`config.mk`:
```
export PLATFORM = sky130hd
export DESIGN_NAME = wreg_collector
export DESIGN_NICKNAME = d
export VERILOG_FILES = /design/src/rtl/wrc_pkg.sv /design/src/rtl/wrc_decode.sv /design/src/rtl/wrc_stage.sv /design/src/rtl/wrc_store.sv /design/src/rtl/wrc_readpath.sv /design/src/rtl/wreg_collector.sv
export SDC_FILE = /design/constraint.sdc
export NUM_CORES = 2
export LEC_CHECK = 0
export BUFFER_PORTS_ARGS = -buffer_cell sky130_fd_sc_hd__buf_4
export CORE_MARGIN = 1.5
export CORE_UTILIZATION = 45
export CTS_CLUSTER_DIAMETER = 60
export DETAILED_ROUTE_END_ITERATION = 10
export GPL_TIMING_DRIVEN = 0
export SKIP_CTS_REPAIR_TIMING = 1
export SYNTH_ARGS = -nofsm -noshare
export SYNTH_HDL_FRONTEND = slang
export SYNTH_SLANG_ARGS = --single-unit
```
`constraint.sdc`:
```
create_clock -name clk -period 3.1 [get_ports clk]
set_input_delay 0.31 -clock clk [delete_from_list [all_inputs] [get_ports clk]]
set_output_delay 0.31 -clock clk [all_outputs]
set_load 0.02 [all_outputs]
```
`src/rtl/wrc_pkg.sv`:
```
`timescale 1ns/1ps
package wrc_pkg;
  localparam int unsigned DW           = 32;
  localparam int unsigned WIDE_DWORDS  = 4;
  localparam int unsigned WIDE_W       = DW * WIDE_DWORDS;
  localparam int unsigned SRAM_W       = 2 * DW;
  localparam int unsigned NSLOT        = WIDE_DWORDS - 1;
  localparam int unsigned STAGE_W      = DW * NSLOT;
  localparam int unsigned WIDE_STRIDE  = 16;
  localparam int unsigned SRAM_STRIDE  = 8;

  typedef enum logic [1:0] {
    ACC_NONE = 2'd0,
    ACC_WIDE = 2'd1,
    ACC_SRAM = 2'd2,
    ACC_BELL = 2'd3
  } acc_kind_e;
endpackage

```
`src/rtl/wrc_decode.sv`:
```
`timescale 1ns/1ps
module wrc_decode
  import wrc_pkg::*;
#(
  parameter int unsigned ADDR_W     = 16,
  parameter int unsigned PAGE_SHIFT = 13,
  parameter int unsigned NPAGE      = 2,
  parameter int unsigned NREG       = 4,
  parameter int unsigned NSRAM      = 8,
  parameter int unsigned NBELL      = 3,
  parameter int unsigned BELL_OFS   = 'h800,
  parameter int unsigned SRAM_OFS   = 'h1000,
  parameter int unsigned PG_W       = 1,
  parameter int unsigned IX_W       = 3
) (
  input  logic [ADDR_W-1:0] addr,
  output acc_kind_e         kind,
  output logic [PG_W-1:0]   page,
  output logic [IX_W-1:0]   idx,
  output logic [1:0]        dw
);
  logic [31:0] off;
  logic [31:0] pg;

  always_comb begin
    off  = 32'(addr[PAGE_SHIFT-1:0]);
    pg   = 32'(addr[ADDR_W-1:PAGE_SHIFT]);
    kind = ACC_NONE;
    idx  = '0;
    dw   = '0;
    page = PG_W'(pg);
    if (pg < NPAGE) begin
      if (off < NREG * WIDE_STRIDE) begin
        kind = ACC_WIDE;
        idx  = IX_W'(off / WIDE_STRIDE);
        dw   = off[3:2];
      end else if (off >= BELL_OFS && off < BELL_OFS + NBELL * WIDE_STRIDE &&
                   off[3:2] == 2'd0) begin
        kind = ACC_BELL;
        idx  = IX_W'((off - BELL_OFS) / WIDE_STRIDE);
      end else if (pg == 32'd0 && off >= SRAM_OFS &&
                   off < SRAM_OFS + NSRAM * SRAM_STRIDE) begin
        kind = ACC_SRAM;
        idx  = IX_W'((off - SRAM_OFS) / SRAM_STRIDE);
        dw   = {1'b0, off[2]};
      end
    end
  end
endmodule

```
`src/rtl/wrc_stage.sv`:
```
`timescale 1ns/1ps
module wrc_stage
  import wrc_pkg::*;
#(
  parameter int unsigned PG_W = 1,
  parameter int unsigned IX_W = 3
) (
  input  logic               clk,
  input  logic               rst_n,
  input  logic               wr_en,
  input  acc_kind_e          kind,
  input  logic [PG_W-1:0]    page,
  input  logic [IX_W-1:0]    idx,
  input  logic [1:0]         dw,
  input  logic [DW-1:0]      wdata,
  input  logic [STAGE_W-1:0] cur_wide_lo,
  input  logic [DW-1:0]      cur_sram_lo,
  output logic               wide_we,
  output logic               sram_we,
  output logic [WIDE_W-1:0]  wide_data,
  output logic [SRAM_W-1:0]  sram_data,
  output logic [NSLOT-1:0]   stg_valid,
  output logic [STAGE_W-1:0] stg_data
);
  localparam int unsigned KEY_W = 2 + PG_W + IX_W;

  logic [KEY_W-1:0]   key_q, key_d, key_in;
  logic [NSLOT-1:0]   valid_q, valid_d;
  logic [STAGE_W-1:0] data_q, data_d;
  logic               tag_hit, is_last, is_part, stage_en;

  assign key_in  = {kind, page, idx};
  assign tag_hit = (key_q == key_in);

  // next-state
  always_comb begin
    valid_d = valid_q;
    key_d   = key_q;
    data_d  = data_q;
    wide_we = 1'b0;
    sram_we = 1'b0;
    is_last = (kind == ACC_WIDE && dw == 2'd3) || (kind == ACC_SRAM && dw == 2'd1);
    is_part = (kind == ACC_WIDE && dw != 2'd3) || (kind == ACC_SRAM && dw == 2'd0);
    stage_en = wr_en && (is_last || is_part);
    if (wr_en && is_last) begin
      wide_we = (kind == ACC_WIDE);
      sram_we = (kind == ACC_SRAM);
      valid_d = '0;
    end else if (wr_en && is_part) begin
      if (!tag_hit) valid_d = '0;
      key_d               = key_in;
      valid_d[dw]         = 1'b1;
      data_d[dw*DW +: DW] = wdata;
    end
  end

  // merge: only dwords staged for this same target are used
  for (genvar j = 0; j < NSLOT; j++) begin : g_slot
    assign wide_data[j*DW +: DW] = (tag_hit && valid_q[j]) ? data_q[j*DW +: DW]
                                                           : cur_wide_lo[j*DW +: DW];
  end
  assign wide_data[WIDE_W-1 -: DW] = wdata;
  assign sram_data = {wdata, (tag_hit && valid_q[0]) ? data_q[DW-1:0] : cur_sram_lo};

  // registers
  always_ff @(posedge clk or negedge rst_n) begin
    if (!rst_n) begin
      valid_q <= '0;
      key_q   <= '0;
      data_q  <= '0;
    end else if (stage_en) begin
      valid_q <= valid_d;
      key_q   <= key_d;
      data_q  <= data_d;
    end
  end

  assign stg_valid = valid_q;
  assign stg_data  = data_q;
endmodule

```
`src/rtl/wrc_store.sv`:
```
`timescale 1ns/1ps
module wrc_store
  import wrc_pkg::*;
#(
  parameter int unsigned NPAGE = 2,
  parameter int unsigned NREG  = 4,
  parameter int unsigned NSRAM = 8,
  parameter int unsigned NBELL = 3,
  parameter int unsigned PG_W  = 1,
  parameter int unsigned IX_W  = 3
) (
  input  logic              clk,
  input  logic              rst_n,
  input  logic              wide_we,
  input  logic              sram_we,
  input  logic              bell_we,
  input  logic [PG_W-1:0]   page,
  input  logic [IX_W-1:0]   idx,
  input  logic [WIDE_W-1:0] wide_wdata,
  input  logic [SRAM_W-1:0] sram_wdata,
  input  logic [DW-1:0]     bell_wdata,
  output logic [WIDE_W-1:0] wide_rd,
  output logic [SRAM_W-1:0] sram_rd,
  output logic [DW-1:0]     bell_rd
);
  localparam int unsigned NWIDE  = NPAGE * NREG;
  localparam int unsigned NBELLS = NPAGE * NBELL;

  logic [WIDE_W-1:0] wide_q [NWIDE];
  logic [SRAM_W-1:0] sram_q [NSRAM];
  logic [DW-1:0]     bell_q [NBELLS];
  logic [31:0]       wsel, bsel, ssel;

  assign wsel = 32'(page) * NREG  + 32'(idx);
  assign bsel = 32'(page) * NBELL + 32'(idx);
  assign ssel = 32'(idx);

  always_ff @(posedge clk or negedge rst_n) begin
    if (!rst_n) begin
      for (int i = 0; i < NWIDE; i++) wide_q[i] <= '0;
    end else if (wide_we) begin
      for (int i = 0; i < NWIDE; i++)
        if (wsel == 32'(i)) wide_q[i] <= wide_wdata;
    end
  end

  always_ff @(posedge clk or negedge rst_n) begin
    if (!rst_n) begin
      for (int i = 0; i < NSRAM; i++) sram_q[i] <= '0;
    end else if (sram_we) begin
      for (int i = 0; i < NSRAM; i++)
        if (ssel == 32'(i)) sram_q[i] <= sram_wdata;
    end
  end

  always_ff @(posedge clk or negedge rst_n) begin
    if (!rst_n) begin
      for (int i = 0; i < NBELLS; i++) bell_q[i] <= '0;
    end else if (bell_we) begin
      for (int i = 0; i < NBELLS; i++)
        if (bsel == 32'(i)) bell_q[i] <= bell_wdata;
    end
  end

  always_comb begin
    wide_rd = '0;
    sram_rd = '0;
    bell_rd = '0;
    for (int i = 0; i < NWIDE; i++)  if (wsel == 32'(i)) wide_rd = wide_q[i];
    for (int i = 0; i < NSRAM; i++)  if (ssel == 32'(i)) sram_rd = sram_q[i];
    for (int i = 0; i < NBELLS; i++) if (bsel == 32'(i)) bell_rd = bell_q[i];
  end
endmodule

```
`src/rtl/wrc_readpath.sv`:
```
`timescale 1ns/1ps
module wrc_readpath
  import wrc_pkg::*;
(
  input  logic              clk,
  input  logic              rst_n,
  input  logic              rd_en,
  input  acc_kind_e         kind,
  input  logic [1:0]        dw,
  input  logic [WIDE_W-1:0] wide_rd,
  input  logic [SRAM_W-1:0] sram_rd,
  input  logic [DW-1:0]     bell_rd,
  output logic [DW-1:0]     rdata
);
  logic [WIDE_W-1:0] shadow_q, shadow_d;
  logic [DW-1:0]     rdata_q, rdata_d;
  logic              shadow_ld;

  // next-state
  always_comb begin
    shadow_d  = shadow_q;
    shadow_ld = 1'b0;
    rdata_d   = '0;
    if (rd_en) begin
      unique case (kind)
        ACC_WIDE: begin
          if (dw == 2'd0) begin
            shadow_d  = wide_rd;
            shadow_ld = 1'b1;
            rdata_d   = wide_rd[DW-1:0];
          end else begin
            rdata_d = shadow_q[dw*DW +: DW];
          end
        end
        ACC_SRAM: begin
          if (dw == 2'd0) begin
            shadow_d[SRAM_W-1:0] = sram_rd;
            shadow_ld            = 1'b1;
            rdata_d              = sram_rd[DW-1:0];
          end else begin
            rdata_d = shadow_q[DW +: DW];
          end
        end
        ACC_BELL: rdata_d = bell_rd;
        default:  rdata_d = '0;
      endcase
    end
  end

  // registers
  always_ff @(posedge clk or negedge rst_n) begin
    if (!rst_n) begin
      shadow_q <= '0;
    end else if (shadow_ld) begin
      shadow_q <= shadow_d;
    end
  end

  always_ff @(posedge clk or negedge rst_n) begin
    if (!rst_n) rdata_q <= '0;
    else        rdata_q <= rdata_d;
  end

  assign rdata = rdata_q;
endmodule

```
`src/rtl/wreg_collector.sv`:
```
`timescale 1ns/1ps
module wreg_collector
  import wrc_pkg::*;
#(
  parameter int unsigned ADDR_W     = 16,
  parameter int unsigned PAGE_SHIFT = 13,
  parameter int unsigned NPAGE      = 2,
  parameter int unsigned NREG       = 4,
  parameter int unsigned NSRAM      = 8,
  parameter int unsigned NBELL      = 3,
  parameter int unsigned BELL_OFS   = 'h800,
  parameter int unsigned SRAM_OFS   = 'h1000
) (
  input  logic              clk,
  input  logic              rst_n,
  input  logic              host_req,
  input  logic              host_we,
  input  logic [ADDR_W-1:0] host_addr,
  input  logic [DW-1:0]     host_wdata,
  output logic              host_ack,
  output logic [DW-1:0]     host_rdata
);
  localparam int unsigned PG_W   = (NPAGE > 1) ? $clog2(NPAGE) : 1;
  localparam int unsigned IX_A   = (NREG > NSRAM) ? NREG : NSRAM;
  localparam int unsigned IX_MAX = (IX_A > NBELL) ? IX_A : NBELL;
  localparam int unsigned IX_W   = (IX_MAX > 1) ? $clog2(IX_MAX) : 1;

  acc_kind_e          dec_kind;
  logic [PG_W-1:0]    dec_page;
  logic [IX_W-1:0]    dec_idx;
  logic [1:0]         dec_dw;
  logic               wr_en, rd_en, wide_we, sram_we, bell_we, ack_q;
  logic [WIDE_W-1:0]  wide_data, wide_rd;
  logic [SRAM_W-1:0]  sram_data, sram_rd;
  logic [DW-1:0]      bell_rd;
  logic [NSLOT-1:0]   stg_valid;
  logic [STAGE_W-1:0] stg_data;

  assign wr_en   = host_req && host_we;
  assign rd_en   = host_req && !host_we;
  assign bell_we = wr_en && (dec_kind == ACC_BELL);

  wrc_decode #(
    .ADDR_W(ADDR_W), .PAGE_SHIFT(PAGE_SHIFT), .NPAGE(NPAGE), .NREG(NREG),
    .NSRAM(NSRAM), .NBELL(NBELL), .BELL_OFS(BELL_OFS), .SRAM_OFS(SRAM_OFS),
    .PG_W(PG_W), .IX_W(IX_W)
  ) u_decode (
    .addr(host_addr), .kind(dec_kind), .page(dec_page), .idx(dec_idx), .dw(dec_dw)
  );

  wrc_stage #(.PG_W(PG_W), .IX_W(IX_W)) u_stage (
    .clk(clk), .rst_n(rst_n), .wr_en(wr_en), .kind(dec_kind), .page(dec_page),
    .idx(dec_idx), .dw(dec_dw), .wdata(host_wdata),
    .cur_wide_lo(wide_rd[STAGE_W-1:0]), .cur_sram_lo(sram_rd[DW-1:0]),
    .wide_we(wide_we), .sram_we(sram_we), .wide_data(wide_data),
    .sram_data(sram_data), .stg_valid(stg_valid), .stg_data(stg_data)
  );

  wrc_store #(
    .NPAGE(NPAGE), .NREG(NREG), .NSRAM(NSRAM), .NBELL(NBELL),
    .PG_W(PG_W), .IX_W(IX_W)
  ) u_store (
    .clk(clk), .rst_n(rst_n), .wide_we(wide_we), .sram_we(sram_we),
    .bell_we(bell_we), .page(dec_page), .idx(dec_idx),
    .wide_wdata(wide_data), .sram_wdata(sram_data), .bell_wdata(host_wdata),
    .wide_rd(wide_rd), .sram_rd(sram_rd), .bell_rd(bell_rd)
  );

  wrc_readpath u_read (
    .clk(clk), .rst_n(rst_n), .rd_en(rd_en), .kind(dec_kind), .dw(dec_dw),
    .wide_rd(wide_rd), .sram_rd(sram_rd), .bell_rd(bell_rd), .rdata(host_rdata)
  );

  always_ff @(posedge clk or negedge rst_n) begin
    if (!rst_n) ack_q <= 1'b0;
    else        ack_q <= host_req;
  end

  assign host_ack = ack_q;
endmodule

```
==> metrics.md <==
| Metric | Value |
|---|---|
| Count of routing violations after the opening detailed-route iteration | `14130` |
| Number of search-and-repair iterations in the first detailed-routing pass | `11` |
| Critical Path End Type | `flop` |
| Worst voltage drop across the vdd grid | `668.3 uV` |
| Leading post-synthesis cells by cell area | `sky130_fd_sc_hd__dfrtp_1, sky130_fd_sc_hd__nand2_1, sky130_fd_sc_hd__o21ai_0` |
| Final critical delay including setup and external delays | `4.568 ns` |
| Core region area | `between 0.15 and 0.2 mm2` |
| Register area share after synthesis | `approximately 55%` |
| RSZ-0062 raised after global routing | `yes` |
| Primary FF master, synth | `sky130_fd_sc_hd__dfrtp_1` |
| CTS H-tree depth | `4` |
| Sw frac | `25.09%` |
| Crit path cell chain | `buf_8 -> or4_4 -> nor3_4 -> o211ai_1 -> buf_4 -> buf_12 -> buf_16 -> buf_16 -> buf_12 -> fa_1 -> buf_8 -> nand3_4 -> mux2i_4 -> nand2_2 -> buf_8 -> o211ai_1 -> nand3_2 -> a311oi_4 -> nor2_2` |
| Max Clk Rate | `~0.22 GHz` |
| Number of slew-limit violations in the final report | `26` |
| Post-Syn Area per Cell | `9.405 um2` |
| Die Footprint | `0.2037 mm2` |
| Total standard cell area after synthesis | `0.09046 mm2` |
| Post-layout worst setup margin | `-1.468 ns` |
| Overall die width | `451.3 um` |
| CTS tree | `done` |
| GP Congestion | `1.085` |
| Slowest-stage cell, CP | `sky130_fd_sc_hd__o211ai_1` |
| Largest net degree at the start of global routing | `around 180` |
| Worst-margin pin slew | `1.615 ns` |
| Internal Pwr Total | `42.58 mW` |
| Worst path buffer plus inverter count | `8` |
| Area share of the leading cell type in the synthesized netlist | `between 50 and 60%` |
| Most common cell in the netlist | `sky130_fd_sc_hd__nand2_1` |
| CTS Sinks | `approximately 2000` |
| DRC viols | `2` |
| Total via count in the routed design | `87090` |
| Worst path top cell family by delay | `compound AO/OA/AOI/OAI gates` |
| Required time at the worst-slack endpoint | `3.90 ns` |
| Finished Layout Cells | `12980` |
| Cell count after placement | `~12000` |
| Post-Synthesis Cells | `9618` |
| Register bit total from synthesis | `1994` |
| Synth top cells by count | `sky130_fd_sc_hd__nand2_1, sky130_fd_sc_hd__dfrtp_1, sky130_fd_sc_hd__o21ai_0` |
| Clock group share of total power | `roughly half` |
| # fillers | `roughly 18000` |
| Violations in the final reports | `design-rule violations, negative hold slack, max-capacitance violations, max-slew violations, negative setup slack` |
| Share of post-route cells with drive strength above 1 | `18.12%` |
| Initial standard-cell utilization of the core | `45.31%` |
| Clock Pin Slew Worst Setup and Hold Paths | `0.06 ns` |
| Number of synthesized flops with an enable pin | `0` |
| Remaining antenna violation count | `0` |
| Number of antenna violations at the first check in global routing | `60` |
| Via count of the first global-routing pass | `80070` |
| Switching pwr | `14.27 mW` |
| Buffers on Ports | `77` |
| Category of the worst setup path launch point | `input port` |
| Total Routing Usage GR | `47.74%` |
| Total negative slack | `-1527.88 ns` |
| Number of nets in the finished design | `10160` |
| Avg WL per Cell | `38.42 um` |
| Data arrival, critical path | `about 5.4 ns` |
| Power density over cell area | `523.1 mW/mm2` |
| Power share of the combinational group | `4.7%` |
| Setup Viol. Count Final | `1986` |
| Static leakage | `about 51 nW` |
| Root Buffer Master | `sky130_fd_sc_hd__clkbuf_16` |
| Count of different cell masters after synthesis | `93` |
| First-pass GRT wire length | `~670000 um` |
| Number of maximum-capacitance constraint violations | `3` |
| Max Buffers Root-to-Sink | `3` |
| Type of the worst setup path | `input port to flop` |
| Final wirelength | `roughly 500000 um` |
| Largest fanout on the critical path | `7` |
| Stage delay of the slowest cell on the critical path | `0.89 ns` |
| Estimated wirelength of the detail-placed design | `between 300000 and 400000 um` |
| Area growth from synthesis to layout | `20.15%` |
| Die Height | `451.3 um` |
| Overflow after GRT | `0` |
| Worst max-slew margin expressed relative to the limit | `-7.664%` |
| Post-route clock period utilization | `147.3%` |
| Num CTS Buffers | `221` |
| Hold Vio Cnt, Final | `193` |
| Status | `complete, but fails checks` |
| Clock Skews | `0.04865 ns` |
| Number of top-level pins | `85` |
| Sequential share of power | `45.9%` |
| Detailed-route vias per instance | `6.708` |
| Most area-hungry cell type in the Yosys netlist | `sky130_fd_sc_hd__dfrtp_1` |
| Row cnt | `164` |
| Yosys warns | `0` |
| Post-synthesis net count | `approximately 9700` |
| Crit-path most repeated cell | `sky130_fd_sc_hd__buf_8` |
| Final hold slack | `-0.6465 ns` |
| Clock latency of the later-clocked register in the worst-skew pair | `0.95 ns` |
| Asr flop ratio synth | `100.0%` |
| Hold Crit Class | `input port to async pin` |
[power by group through the flow]
| stage | Sequential (mW) | Clock (mW) | Combinational [mW] |
|---|---|---|---|
| after floorplan | 26.6 | 0 | 0.754 |
| after global placement | 26.6 | 0 | 2.28 |
| after detailed placement | 26.6 | 0 | 2.42 |
| after CTS | 26.1 | 27.9 | 2.42 |
| after global routing | 26.1 | 28.9 | 2.72 |
| final | 26.1 | 28.0 | 2.70 |
[metrics by stage]
| stage | hold WS (ns) | util, % | total power [mW] | instance area, um2 | setup WS, ns |
|---|---|---|---|---|---|
| after detailed placement | 0.3396 | 48.95 | 29.00 | 97730 | -4.647 |
| after floorplan | 0.01441 | - | 27.32 | 92830 | -0.7974 |
| after global placement | 0.4452 | 48.45 | 28.90 | 96730 | -23.59 |
| after CTS | -0.6005 | 52.76 | 56.42 | 105300 | -3.745 |
| after global routing | -0.5851 | 54.39 | 57.74 | 108600 | -1.394 |
| final | -0.6465 | 54.44 | 56.85 | 108700 | -1.468 |
[registers in the layout (all words and copies together), names as in the netlist]
signal,cells
host_ack,1
u_read.rdata,32
u_read.shadow_q,128
u_stage.key_q,6
u_stage.stg_data,96
u_stage.stg_valid,3
u_store.bell_q,192
u_store.sram_q,512
u_store.wide_q,1024
[layer usage]
layer  share of wire, %  up-vias  global-route usage, %
met1                 37    43940                  62.17
met4                8.7       42                  33.97
met5               0.19        -                 0.4897
li1                   -    34730                      -
met2                 39     6775                  63.54
met3                 15     1607                  19.78
[cells by family after synthesis]
logic type,share of synthesized area (%)
AO/OA/AOI/OAI,19.63
XOR/XNOR,0.04841
adder cells (fa/ha/maj),0.2020
buffers and inverters,3.609
flip-flops,55.16
multiplexers,6.302
AND/OR/NAND/NOR,15.05
[layout make-up]
type                    count  area (um2)  area share (%)
inverters                  23       128.9          0.1186
clock buffers             325        6492           5.974
clock inverters            86        1116           1.027
well taps                2656        3323           3.058
plain buffers             800        4857           4.469
flip-flops and latches   1994       49900           45.91
repair buffers            256        2701           2.485
diodes                     45       112.6          0.1036
multi-input cells        6798       40060           36.86
[cells in the final DEF (no fill, tap or decap), types with 27 or more instances in the layout]
| cell | n |
|---|---|
| sky130_fd_sc_hd__nand2_1 | 2385 |
| sky130_fd_sc_hd__dfrtp_1 | 1994 |
| sky130_fd_sc_hd__o21ai_0 | 835 |
| sky130_fd_sc_hd__nor2_1 | 557 |
| sky130_fd_sc_hd__a21oi_1 | 544 |
| sky130_fd_sc_hd__clkbuf_1 | 383 |
| sky130_fd_sc_hd__mux2_2 | 355 |
| sky130_fd_sc_hd__o21ai_1 | 333 |
| sky130_fd_sc_hd__clkbuf_16 | 231 |
| sky130_fd_sc_hd__buf_4 | 191 |
| sky130_fd_sc_hd__clkbuf_2 | 168 |
| sky130_fd_sc_hd__a22o_1 | 131 |
| sky130_fd_sc_hd__mux2i_1 | 96 |
| sky130_fd_sc_hd__o22ai_1 | 94 |
| sky130_fd_sc_hd__clkbuf_8 | 90 |
| sky130_fd_sc_hd__a221oi_1 | 90 |
| sky130_fd_sc_hd__nand3_1 | 84 |
| sky130_fd_sc_hd__a22oi_1 | 84 |
| sky130_fd_sc_hd__buf_2 | 83 |
| sky130_fd_sc_hd__nor3_1 | 67 |
| sky130_fd_sc_hd__a211oi_1 | 62 |
| sky130_fd_sc_hd__o221ai_1 | 57 |
| sky130_fd_sc_hd__clkbuf_4 | 54 |
| sky130_fd_sc_hd__o211ai_1 | 52 |
| sky130_fd_sc_hd__a21o_1 | 52 |
| sky130_fd_sc_hd__a21oi_2 | 52 |
| sky130_fd_sc_hd__diode_2 | 45 |
| sky130_fd_sc_hd__buf_6 | 44 |
| sky130_fd_sc_hd__o21ai_2 | 41 |
| sky130_fd_sc_hd__a31oi_1 | 38 |
| sky130_fd_sc_hd__clkinv_2 | 37 |
| sky130_fd_sc_hd__mux2_4 | 34 |
| sky130_fd_sc_hd__o22a_1 | 34 |
| sky130_fd_sc_hd__dlygate4sd3_1 | 34 |
| sky130_fd_sc_hd__o221ai_2 | 32 |
| sky130_fd_sc_hd__nand2b_1 | 31 |
| sky130_fd_sc_hd__o31ai_1 | 31 |
| sky130_fd_sc_hd__buf_1 | 29 |
| sky130_fd_sc_hd__buf_12 | 28 |
| sky130_fd_sc_hd__a32oi_1 | 27 |
[path summary, 6_finish.rpt]
path                                     from  slack, ns              endpoint  depth (start not counted)
setup / recovery                host_addr[10]      -1.47      u_read.rdata[18]                         19
hold / removal                          rst_n      -0.65   u_store.sram_q[400]                          1
setup reg to reg             u_stage.key_q[5]      -0.26   u_store.wide_q[554]                          9
hold reg to reg            u_store.sram_q[47]       0.47    u_store.sram_q[47]                          2
max in group asynchronous               rst_n       0.91   u_store.wide_q[857]                          5
min in group clk                      host_we       0.12  u_stage.stg_valid[2]                          5
Note: power is estimated with default switching activity, not from simulation.
